File: src/rtl/bus_agent_pkg.sv
package bus_agent_pkg;
  localparam int MAXA = 32;

  // Lowest set index among the first n bits, 0 when none is set.
  function automatic int first_set(input logic [MAXA-1:0] v, input int n);
    first_set = 0;
    for (int i = n - 1; i >= 0; i--)
      if (v[i]) first_set = i;
  endfunction

  // First requester after 'last' in rotating order, 'last' if it is the only one.
  function automatic int rr_pick(input logic [MAXA-1:0] req, input int last, input int n);
    rr_pick = last;
    for (int k = n; k >= 1; k--)
      if (req[(last + k) % n]) rr_pick = (last + k) % n;
  endfunction
endpackage

File: src/rtl/id_capture.sv
module id_capture #(
  parameter int N   = 4,
  parameter int IDW = 2
) (
  input  logic         clk,
  input  logic         rst,
  input  logic [N-1:0] lines,
  output logic [IDW-1:0] id
);
  import bus_agent_pkg::*;

  always_ff @(posedge clk)
    if (rst) id <= IDW'(first_set(MAXA'(lines), N));
endmodule

File: src/rtl/rr_owner.sv
module rr_owner #(
  parameter int N   = 4,
  parameter int IDW = 2
) (
  input  logic           clk,
  input  logic           rst,
  input  logic [N-1:0]   req,
  input  logic           clear,
  input  logic           freeze,
  input  logic [IDW-1:0] my_id,
  output logic           owner_valid,
  output logic [IDW-1:0] owner_id,
  output logic           owns
);
  import bus_agent_pkg::*;

  logic [IDW-1:0] last_owner;
  logic [IDW-1:0] next_pick;
  logic           owner_still;

  assign next_pick   = IDW'(rr_pick(MAXA'(req), int'(last_owner), N));
  assign owner_still = owner_valid & req[owner_id];
  assign owns        = owner_valid & (owner_id == my_id);

  always_ff @(posedge clk) begin
    if (rst) begin
      owner_valid <= 1'b0;
      owner_id    <= '0;
      last_owner  <= '0;
    end else if (clear) begin
      owner_valid <= 1'b0;
      owner_id    <= '0;
      last_owner  <= '0;
    end else if (freeze || owner_still) begin
      owner_valid <= owner_valid;
    end else if (|req) begin
      owner_valid <= 1'b1;
      owner_id    <= next_pick;
      last_owner  <= next_pick;
    end else begin
      owner_valid <= 1'b0;
    end
  end
endmodule

File: src/rtl/stall_phase.sv
module stall_phase (
  input  logic clk,
  input  logic rst,
  input  logic stall_in,
  input  logic local_full,
  output logic phase,
  output logic stall_seen,
  output logic stall_out
);
  always_ff @(posedge clk) begin
    if (rst) begin
      phase      <= 1'b0;
      stall_seen <= 1'b0;
      stall_out  <= 1'b0;
    end else begin
      phase <= ~phase;
      if (phase) begin
        stall_seen <= stall_in;
        stall_out  <= local_full;
      end
    end
  end
endmodule

File: src/rtl/txn_tracker.sv
module txn_tracker #(
  parameter int CW = 4
) (
  input  logic          clk,
  input  logic          rst,
  input  logic          inc,
  input  logic          dec,
  output logic [CW-1:0] count
);
  logic dec_ok;
  assign dec_ok = dec & (count != '0);

  always_ff @(posedge clk) begin
    if (rst)                count <= '0;
    else if (inc && !dec_ok) count <= count + 1'b1;
    else if (!inc && dec_ok) count <= count - 1'b1;
  end
endmodule

File: src/rtl/bus_req_agent.sv
module bus_req_agent #(
  parameter int N_AGENTS = 4,
  parameter int CNT_W    = 4,
  localparam int IDW     = (N_AGENTS > 1) ? $clog2(N_AGENTS) : 1
) (
  input  logic                clk,
  input  logic                rst,
  input  logic [N_AGENTS-1:0] peer_req,
  input  logic                local_req,
  input  logic                lock_in,
  input  logic                prio_req,
  input  logic                stall_in,
  input  logic                local_full,
  input  logic                binit_in,
  input  logic                binit_obs_en,
  input  logic                txn_done,
  output logic [IDW-1:0]      agent_id,
  output logic                owns_bus,
  output logic                issue,
  output logic                stall_out,
  output logic                lock_held,
  output logic                binit_ignored,
  output logic [CNT_W-1:0]    outstanding
);
  logic [N_AGENTS-1:0] eff_req;
  logic                arb_clear;
  logic                arb_freeze;
  logic                issue_go;
  logic                stall_seen;
  logic                sample_phase;
  logic                owner_valid;
  logic [IDW-1:0]      owner_id;

  id_capture #(.N(N_AGENTS), .IDW(IDW)) u_id (
    .clk(clk), .rst(rst), .lines(peer_req), .id(agent_id));

  always_comb begin
    eff_req           = peer_req;
    eff_req[agent_id] = local_req;
  end

  assign arb_clear  = binit_in & binit_obs_en;
  assign arb_freeze = prio_req | lock_held;

  rr_owner #(.N(N_AGENTS), .IDW(IDW)) u_arb (
    .clk(clk), .rst(rst), .req(eff_req), .clear(arb_clear),
    .freeze(arb_freeze), .my_id(agent_id), .owner_valid(owner_valid),
    .owner_id(owner_id), .owns(owns_bus));

  stall_phase u_stall (
    .clk(clk), .rst(rst), .stall_in(stall_in), .local_full(local_full),
    .phase(sample_phase), .stall_seen(stall_seen), .stall_out(stall_out));

  assign issue_go = owns_bus & local_req & ~stall_seen
                  & (~prio_req | lock_held) & ~issue;

  always_ff @(posedge clk) begin
    if (rst) begin
      issue         <= 1'b0;
      lock_held     <= 1'b0;
      binit_ignored <= 1'b0;
    end else begin
      issue         <= issue_go;
      binit_ignored <= binit_in & ~binit_obs_en;
      if (arb_clear)                lock_held <= 1'b0;
      else if (issue_go && lock_in) lock_held <= 1'b1;
      else if (!lock_in)            lock_held <= 1'b0;
    end
  end

  txn_tracker #(.CW(CNT_W)) u_trk (
    .clk(clk), .rst(rst), .inc(issue), .dec(txn_done), .count(outstanding));
endmodule

File: config.mk
export PLATFORM = sky130hd
export DESIGN_NAME = bus_req_agent
export DESIGN_NICKNAME = d
export VERILOG_FILES = /design/src/rtl/bus_agent_pkg.sv /design/src/rtl/id_capture.sv /design/src/rtl/rr_owner.sv /design/src/rtl/stall_phase.sv /design/src/rtl/txn_tracker.sv /design/src/rtl/bus_req_agent.sv
export SDC_FILE = /design/constraint.sdc
export NUM_CORES = 1
export LEC_CHECK = 0
export BUFFER_PORTS_ARGS = -buffer_cell sky130_fd_sc_hd__buf_2
export CORE_ASPECT_RATIO = 1.25
export CORE_MARGIN = 8
export CORE_UTILIZATION = 40
export CTS_CLUSTER_DIAMETER = 40
export DETAILED_ROUTE_END_ITERATION = 10
export HOLD_SLACK_MARGIN = 0.02
export PLACE_DENSITY_LB_ADDON = 0.12
export SLEW_MARGIN = 25
export SYNTH_ARGS = -nofsm -noshare
export SYNTH_HDL_FRONTEND = slang
export SYNTH_SLANG_ARGS = --single-unit
File: constraint.sdc
create_clock -name clk -period 2.55 [get_ports clk]
set_clock_uncertainty 0.1 [all_clocks]
set_input_delay 0.255 -clock clk [delete_from_list [all_inputs] [get_ports clk]]
set_output_delay 0.255 -clock clk [all_outputs]
set_load 0.005 [all_outputs]
==> summary.txt <==
Timing
  • Crit path time final: 2.362 ns
  • Worst-Margin Slew: 0.3498 ns
  • Final setup violation count: 0
  • Hold_ws: 0.05353 ns
  • Final critical-path share of the clock period: 92.62%
  • Fmax: 423.4 MHz
  • Final setup TNS: 0 ns
  • Worst slew margin: between 70% and 80%
  • RSZ-0062 raised after global routing: false
  • Slew Viols, Final: 0
  • Fin. Hold Viols: 0

Synthesis
  • Mapped Nets: 151
  • Post-synth top area cell: dfxtp_1
  • Yosys reg bits: 15
  • Post-synth top area share: 23.32%
  • Synth Area per Inst: 8.392 um2
  • Synth Instances: ~130
  • Largest cells by area after synthesis: dfxtp_1 (23%), edfxtp_1 (5.4%), nor2_1 (4.7%)
  • Post-synthesis mux area share: approximately 4.5%
  • Synth Area in Adders: 5.157%
  • Xor/xnor cell area share of the yosys netlist: 3.924%
  • Synth cell count leaders: nor2_1 (14), dfxtp_1 (13), a21oi_1 (10)
  • Synth Flop Type: dfxtp_1
  • Simple-gate portion of the synthesized area: 22.87%
  • Syn Std Cell Area: between 0.001 and 0.0015 mm2
  • Distinct cells, synth: 47
  • Largest family of logic cells by synthesized area: compound AO/OA/AOI/OAI gates
  • Yosys warns: 0
  • Async SR Flop Fraction: 0%
  • Most common cell in the netlist: nor2_1
  • EDFF count, synth: 2
  • Synth Area in Compound Gates: 25.67%
  • Sequential area share after synthesis: 28.70%

Clocking
  • CTS resizes: 0
  • Clock transition at the registers of the reported paths: 0.09 ns
  • Sinks on the clock net: 15
  • CTS H-tree depth: 1
  • CTS tree: done
  • Clk_lat worst skew: 0.28 ns
  • Post-CTS setup buffers: 0
  • Num CTS Buffers: 3
  • Clk buf depth: 2
  • Hold_buf cts: 0
  • Clock Tree Root: clkbuf_4

Setup path
  • Req. time, crit path: 2.67 ns
  • Buf+Inv Stages, Crit Path: 1
  • Crit path max-delay family: compound AO/OA/AOI/OAI gates
  • Crit. End Element: register
  • Arr. time, crit path: 2.48 ns
  • Crit-path slowest cell: dfxtp_1
  • CP max stage delay: 0.38 ns
  • Crit path launch type: register
  • CP cell instances: o41ai_1 -> ha_1 -> inv_1 -> ha_1 -> a21o_1 -> a21oi_1 -> xnor2_1 -> or3_1 -> a21oi_1
  • Crit path max fanout: 5
  • CP Class: reg2reg

Route
  • Drt first pass iters: 4
  • Routed WL per cell: 13.11 um
  • Total wire length: 2518 um
  • Via density: 5.505
  • Starting DRT DRC Count: 31
  • # DRC: 0
  • Vias: approximately 1100
  • Antenna Nets Post-Route: 0

Power and ir drop
  • Sw power: between 0.0002 and 0.0003 W
  • Tot Pwr: 0.0007562 W
  • Clock power share: 17.3%
  • Maximum VDD drop: approximately 0.00036 V
  • Flop pwr share: ~41%
  • P_leak: 0.5306 nW
  • Pwr Density: 595.5 mW/mm2
  • Gate power share: 41.3%
  • Internal power: 0.0004897 W
  • Switching Fraction: 35.24%

Floorplan
  • Ports: 25
  • Core region area: 0.002680 mm2
  • Die width: about 63 um
  • Die Height: 75.06 um
  • Row count: 21
  • Die area: between 0.004 and 0.005 mm2
  • Initial core utilization: 41.64%

Final layout
  • Fillers: 285
  • Layout cells sized above 1: between 20% and 30%
  • Area taken by multi-input logic gates: 693.2 um2
  • Syn-to-layout area delta: 13.79%
  • Register Area: between 300 and 400 um2
  • Fin nets: 177
  • Antenna fix cells: 0

Placement
  • Final HPWL DP: between 2000 and 2500 um
  • Port-buffer cells: 24
  • Final Wtd Congestion: 0.8055

Run
  • Maxcap violations: 0

Global route
  • Vias in the first global route: between 1000 and 1500
  • First-pass GRT wire length: 4485 um
  • GRT Overall Usage: 11.23%
  • Largest net degree at the start of global routing: 14
  • Initial antenna violation count: 0
  • GR Overflow Total: 0

Worst hold path
  • Hold Crit Class: in2reg

Outcome
  • Outcome: finished clean
==> cell families (layout without fill, tap and decap cells) <==
| logic type | Yosys count | after routing |
|---|---|---|
| buffers and inverters | 16 | 41 |
| AOI/OAI and AO/OA | 41 | 41 |
| adders and majority gates | 4 | 4 |
| muxes | 5 | 5 |
| DFF | 15 | 15 |
| and+or+nand+nor | 47 | 47 |
| xor gates and xnor gates | 5 | 5 |
==> placed cells by master (no fill, tap or decap), types with 2 or more instances in the layout <==
cell type	Yosys	routed
buf_2	0	24
nor2_1	14	14
dfxtp_1	13	13
a21oi_1	10	10
inv_1	8	8
nand2_1	8	8
o21ai_0	8	8
nor3_1	6	6
mux2i_1	5	5
buf_4	3	5
xnor2_1	4	4
nor3b_1	4	4
o21a_1	3	3
o22ai_1	3	3
ha_1	3	3
clkbuf_4	0	3
nand3_1	2	2
nor3_2	2	2
nor2b_1	2	2
nor4b_1	2	2
edfxtp_1	2	2
==> registers in the layout (all words and copies together), names as in the netlist <==
register	count
u_stall.phase	1
u_arb.owner_id	2
u_stall.stall_out	1
u_stall.stall_seen	1
u_id.id	2
u_arb.owner_valid	1
u_trk.count	4
lock_held	1
issue	1
binit_ignored	1
==> per-stage QoR <==
| step | setup WS, ns | utilization (%) | instance area [um2] | cells |
|---|---|---|---|---|
| after detailed placement | 0.1804 | 46.41 | 1244 | 188 |
| after global routing | 0.01709 | 47.39 | 1270 | 192 |
| after global placement | 0.2437 | 46.41 | 1244 | 188 |
| after floorplan | 0.3303 | - | 1116 | 133 |
| final | 0.1882 | 47.39 | 1270 | 192 |
| after CTS | 0.1536 | 47.39 | 1270 | 192 |
==> cell type report <==
class,count,share of cell area (%)
Clock buffer,4,2.069
Inverter,8,2.365
Multi-Input combinational cell,102,54.58
Sequential cell,15,25.22
Tap cell,34,3.350
Timing Repair Buffer,29,12.41
==> routing by layer <==
metal	GRT usage [%]	part of all wire, %
met5	0	0
met4	4.963	1.7
met3	2.083	3.8
met2	20.30	48
met1	12.70	47
==> final timing paths <==
check	cells after the start	slack (ns)	start	end
hold / removal	2	0.05	binit_obs_en	binit_ignored
hold reg to reg	1	0.38	u_stall.phase	u_stall.phase
setup reg to reg	9	0.19	u_trk.count[0]	u_trk.count[3]
setup / recovery	9	0.19	u_trk.count[0]	u_trk.count[3]
==> power groups by stage <==
stage / Sequential, W / Clock, W / Combinational, W
floorplan: 0.000308 / 0 / 0.000246
global placement: 0.000318 / 0 / 0.000313
detailed placement: 0.000319 / 0 / 0.000315
CTS: 0.000313 / 0.000136 / 0.000316
global route: 0.000320 / 0.000148 / 0.000355
finish: 0.000313 / 0.000131 / 0.000312
(Power assumes the default switching activity.)
